===== src/rtl/run4_detector.sv =====
module run4_detector #(
  parameter bit ZERO_RESET = 1'b0
) (
  input  logic       clk,
  input  logic       rst_n,
  input  logic       w,
  output logic       z,
  output logic [8:0] state_q
);
  localparam logic [8:0] FLIP     = {8'b0, ZERO_RESET};
  localparam logic [8:0] IDLE_HOT = 9'b0_0000_0001;

  logic [8:0] hot, hot_nx;
  logic       in_ones, in_zeros;

  assign hot      = state_q ^ FLIP;
  assign in_ones  = |hot[4:1];
  assign in_zeros = |hot[8:5];

  always_comb begin
    hot_nx[0] = 1'b0;
    hot_nx[1] =  w & (hot[0] | in_zeros);
    hot_nx[2] =  w & hot[1];
    hot_nx[3] =  w & hot[2];
    hot_nx[4] =  w & (hot[3] | hot[4]);
    hot_nx[5] = !w & (hot[0] | in_ones);
    hot_nx[6] = !w & hot[5];
    hot_nx[7] = !w & hot[6];
    hot_nx[8] = !w & (hot[7] | hot[8]);
  end

  always_ff @(posedge clk) begin
    if (!rst_n) state_q <= IDLE_HOT ^ FLIP;
    else        state_q <= hot_nx ^ FLIP;
  end

  assign z = hot[4] | hot[8];
endmodule


===== config.mk =====
export PLATFORM = sky130hd
export DESIGN_NAME = run4_detector
export DESIGN_NICKNAME = d
export VERILOG_FILES = /design/src/rtl/run4_detector.sv
export SDC_FILE = /design/constraint.sdc
export NUM_CORES = 1
export LEC_CHECK = 0
export BUFFER_PORTS_ARGS = -buffer_cell sky130_fd_sc_hd__buf_2
export CORE_AREA = 8 8 45 47
export CTS_CLUSTER_DIAMETER = 120
export DETAILED_ROUTE_END_ITERATION = 10
export DIE_AREA = 0 0 53 55
export SYNTH_ARGS = -nofsm -noshare
export SYNTH_HDL_FRONTEND = slang
export SYNTH_SLANG_ARGS = --single-unit

===== constraint.sdc =====
create_clock -name clk -period 1.2 [get_ports clk]
set_clock_uncertainty 0.05 [all_clocks]
set_input_delay 0.06 -clock clk [delete_from_list [all_inputs] [get_ports clk]]
set_output_delay 0.06 -clock clk [all_outputs]
set_load 0.02 [all_outputs]

==> flow_summary.toml, run 1 <==
[run_status]
status = "complete, no violations"

[timing]
hold_viol = 0
setup_violations = 0
fmax_mhz = 892
relSlewSlack_pct = 89.4
final_max_slew_viol_count = 0
rsz0062_at_grt = "no"
fin_setup_tns_ns = 0
fin_crit_sh_pct = 93.5
worstMarginPinSlew_ns = 0.158
fin_crit_ns = 1.12

[global_routing]
grt_start_max_net_pins = 6
overflow = 0
grt_usage_pct = 4.65
grt_antenna_before_repair = 0
grt_pass1_wl_um = 917
grt_pass1_vias = 217

[critical_path]
critPathMaxFanout = 3
crit_type = "reg -> out"
rr_startpoint = "state_q[0]"
rr_worst_depth = 2
endpoint_kind = "output pin"
slowest_delay_ns = 0.32
path_cells = "or2_2 -> buf_2"
critPathArrivalTime_ns = 1.01
slowest_stage = "dfxtp_1"
rrSetupSlack_ns = 0.44
required_ns = 1.09
r2r-end = "state_q[1]"
start_kind = "flip-flop"

[drt]
ant_nets = 0
drtIter0Drc = 2
via_count = 222
via_per_inst = 3.70
route.detailed.drc = 0
first_pass_iters = 3
wl_per_cell_um = 10.4
drt_wl_total_um = 621

[clock_tree]
root_buffer = "clkbuf_4"
numCtsBuffers = 3
ctsLongestPathBuffers = 2
cts_tree = "built"
cts-resized-gates = 0
cts_sinks = 9
path_clk_slew_ns = 0.06
htree_levels = 1
clock_latency_ns = 0.26

[layout]
drive_gt1_share_pct = 36.4
largest-register = "state_q"
fillers = 158
reg.largest.list = "state_q (9)"
largest_reg_flops = 9
regArea_um2 = 180
syn_to_final_growth_pct = 44.3
antennaDiodeCount = 0
nNetsFinal = 48
multi_input_area_um2 = 71.3
fin_area_um2 = 379

[logic_synthesis]
avgSynthCellArea_um2 = 9.73
yosysWarnings = 0
ys_types = 9
synth_area_um2 = 263
synth_cells = 27
ys_seq_elements = 9
synthesis.nets = 30
seq_area_frac_synth_pct = 68.6

[floorplan]
chipWidth_um = 53
die_h_um = 55
start_util_pct = 19.0
pin_count = 13
design.core.area_um2 = 1380
dieArea_um2 = 2920
row_count = 14

[min_path]
hold_class = "in -> reg"
hold_end = "state_q[3]"
hold_depth = 2
worstHoldStart = "w"

[power]
p_per_area_nw_per_um2 = 1540
p_leak_nw = 0.196
ir_drop_mv = 0.400

[place]
io_buffers = 12
dpl.hpwl_um = 471
place_congestion = 0.705
place_area_um2 = 343

[flow_run]
max_cap_viol_count = 0
## power by group
part / internal (W) / switching [W] / leakage [nW]
logic: 0.0000149 / 0.0000227 / 0.108
registers: 0.000306 / 0.00000521 / 0.0734
clock network: 0.000128 / 0.000108 / 0.0150
## synthesized netlist by cell type
cell type | number | area share, %
a21oi_1 | 2 | 3.8
nand2_1 | 1 | 1.4
inv_1 | 3 | 4.3
nor3_1 | 2 | 3.8
dfxtp_1 | 9 | 69
or2_2 | 1 | 2.4
nand2b_1 | 1 | 2.4
and3_1 | 2 | 4.8
nor2_1 | 6 | 8.6
## what timing repair did
action	in CTS	in global routing
hold buffers	1	0
endpoints found under the hold margin	1	0
buffers inserted	0	0
## worst max-delay path by stage
stage | cells after the start | startpoint | end
final | 2 | state_q[8] | z
after global routing | 2 | state_q[8] | z
after CTS | 2 | state_q[8] | z
after detailed placement | 2 | state_q[8] | z
after global placement | 2 | state_q[8] | z
after floorplan | 1 | state_q[8] | z
## layout make-up
class | instances | share of cell area (%)
Multi-Input combinational cell | 15 | 18.8
Tap cell | 16 | 5.28
Clock buffer | 4 | 6.93
Inverter | 3 | 2.97
Timing Repair Buffer | 13 | 18.5
Sequential cell | 9 | 47.5
## cells in the final DEF, fill, tap and decap left out
cell / n
nand2_1: 1
clkbuf_4: 3
nor2_1: 6
nand2b_1: 1
and3_1: 2
inv_1: 3
buf_2: 12
dfxtp_1: 9
a21oi_1: 2
or2_2: 1
clkbuf_1: 1
dlygate4sd3_1: 1
nor3_1: 2
## per-layer routing
| layer | share of wire, % | up-vias | GRT usage (%) |
|---|---|---|---|
| li1 | - | 118 | - |
| met1 | 43 | 96 | 4.74 |
| met2 | 45 | 8 | 6.05 |
| met3 | 12 | 0 | 2.94 |
| met4 | 0 | 0 | 5.17 |
| met5 | 0 | - | 0 |
## critical path: cells and delay by family (launching register included)
kind / cells / cell delay, ns
buffers and inverters: 1 / 0.16
flip-flops: 1 / 0.32
AND/OR/NAND/NOR: 1 / 0.28
## cell families (layout without fill, tap and decap cells)
logic type,after synthesis,count (layout),synth area share [%]
AND/OR/NAND/NOR,13,13,23.3
buffers and inverters,3,20,4.29
AO/OA/AOI/OAI,2,2,3.81
flip-flops,9,9,68.6
## metrics by stage
stage	hold WS (ns)	worst slack, ns	total power [W]	util [%]	std cells
CTS	0.00830	0.0652	0.000595	27.4	60
detailed placement	0.214	0.352	0.000354	24.8	55
finish	0.0182	0.0783	0.000585	27.4	60
global route	0.0286	0.0301	0.000609	27.4	60
global placement	0.213	0.366	0.000354	24.8	55
floorplan	0.0665	0.361	0.000337	-	27
Power figures use the tool's default switching activity.
==> run 2, diff against run 1 <==
--- a/config.mk
+++ b/config.mk
@@ -7,9 +7,11 @@
 export LEC_CHECK = 0
 export BUFFER_PORTS_ARGS = -buffer_cell sky130_fd_sc_hd__buf_2
 export CORE_AREA = 8 8 45 47
+export CTS_BUF_LIST = sky130_fd_sc_hd__clkbuf_2
 export CTS_CLUSTER_DIAMETER = 120
 export DETAILED_ROUTE_END_ITERATION = 10
 export DIE_AREA = 0 0 53 55
+export PLACE_DENSITY_LB_ADDON = 0.12
 export SYNTH_ARGS = -nofsm -noshare
 export SYNTH_HDL_FRONTEND = slang
 export SYNTH_SLANG_ARGS = --single-unit
==> flow_summary.toml, run 2 (same netlist as run 1, synthesis figures left out) <==
[global_routing]
grt_antenna_before_repair = 0
grt_pass1_wl_um = 966
grt_usage_pct = 4.99
overflow = 0
grt_pass1_vias = 244
grt_start_max_net_pins = 6

[clock_tree]
cts_tree = "built"
htree_levels = 1
cts_sinks = 9
clock_latency_ns = 0.25
path_clk_slew_ns = 0.09
cts-resized-gates = 0
root_buffer = "clkbuf_2"
numCtsBuffers = 3
ctsLongestPathBuffers = 2

[flow_run]
max_cap_viol_count = 0

[floorplan]
pin_count = 13
dieArea_um2 = 2920
chipWidth_um = 53
row_count = 14
start_util_pct = 19.0
design.core.area_um2 = 1380
die_h_um = 55

[drt]
first_pass_iters = 3
via_per_inst = 3.92
via_count = 235
route.detailed.drc = 0
wl_per_cell_um = 10.1
drt_wl_total_um = 608
drtIter0Drc = 3
ant_nets = 0

[layout]
final_cell_mix = "12 x buf_2, 9 x dfxtp_1, 6 x nor2_1"
final_common_cell = "buf_2"
reg.largest.list = "state_q (9)"
largest-register = "state_q"
fillers = 149
drive_gt1_share_pct = 38.6
largest_reg_flops = 9
antennaDiodeCount = 0
syn_to_final_growth_pct = 41.9
multi_input_area_um2 = 71.3
nNetsFinal = 48
regArea_um2 = 180

[timing]
fmax_mhz = 885
final_max_slew_viol_count = 0
fin_crit_sh_pct = 94.1
rsz0062_at_grt = "no"
fin_hold_ws_ns = 0.0226
setup_violations = 0
setup_ws_ns = 0.0703
fin_setup_tns_ns = 0
hold_viol = 0
worstMarginPinSlew_ns = 0.172
relSlewSlack_pct = 88.4
fin_crit_ns = 1.13

[power]
combPwrFrac_pct = 6.8
internal-power_w = 0.000409
p_sw_w = 0.000140
ir_drop_mv = 0.390
power_frac_seq_pct = 56.7
p_leak_nw = 0.198
power_frac_clock_pct = 36.5
totalPowerFinal_w = 0.000549
p_per_area_nw_per_um2 = 1470
netSwitchingFraction_pct = 25.4

[critical_path]
crit_type = "reg -> out"
required_ns = 1.09
endpoint_kind = "output pin"
critPathArrivalTime_ns = 1.02
critPathMaxFanout = 3
start_kind = "flip-flop"

[min_path]
hold_class = "in -> reg"

[place]
io_buffers = 12
dpl.hpwl_um = 477
place_congestion = 0.698
dp_slack_ns = 0.354

[run_status]
status = "complete, no violations"
==> run 2: path summary, 6_finish.rpt <==
| check | startpoint | to | slack [ns] | cells after the start |
|---|---|---|---|---|
| worst max-delay path | state_q[8] | z | 0.07 | 2 |
| worst min-delay path | w | state_q[4] | 0.02 | 3 |
| worst max register to register | state_q[0] | state_q[1] | 0.41 | 2 |
| worst min register to register | state_q[6] | state_q[7] | 0.40 | 2 |
==> run 2: worst max-delay path: stages, from the launching register on <==
cell and delay (ns):
dfxtp_1 0.32, or2_2 0.28, buf_2 0.16
==> run 2: metrics by stage <==
| stage | cells | util, % | instance area (µm²) |
|---|---|---|---|
| CTS | 60 | 26.9 | 373 |
| global route | 60 | 26.9 | 373 |
| global placement | 55 | 24.8 | 343 |
| detailed placement | 55 | 24.8 | 343 |
| finish | 60 | 26.9 | 373 |
| floorplan | 27 | - | 263 |
==> run 2: power groups by stage <==
stage / registers (W) / logic, W / clock network (W)
after floorplan: 0.000327 / 0.0000105 / 0
after global placement: 0.000318 / 0.0000359 / 0
after detailed placement: 0.000318 / 0.0000357 / 0
after CTS: 0.000311 / 0.0000384 / 0.000210
after global routing: 0.000312 / 0.0000407 / 0.000222
final: 0.000311 / 0.0000375 / 0.000200
==> run 2: routing by layer <==
layer  track usage (%)  routed length (µm)
met4              7.76                  29
met1              4.29                 246
met3              2.67                  52
met5                 0                   0
met2              6.84                 279
==> run 2: layout make-up <==
type / instances / share of cell area, %
flip-flops and latches: 9 / 48.3
multi-input cells: 15 / 19.1
repair buffers: 13 / 18.8
well taps: 16 / 5.37
clock buffers: 4 / 5.37
inverters: 3 / 3.02
==> run 2: timing repair <==
action,4_1_cts,5_1_grt
setup buffers,0,0
hold endpoints to repair,1,0
hold buffers,1,0
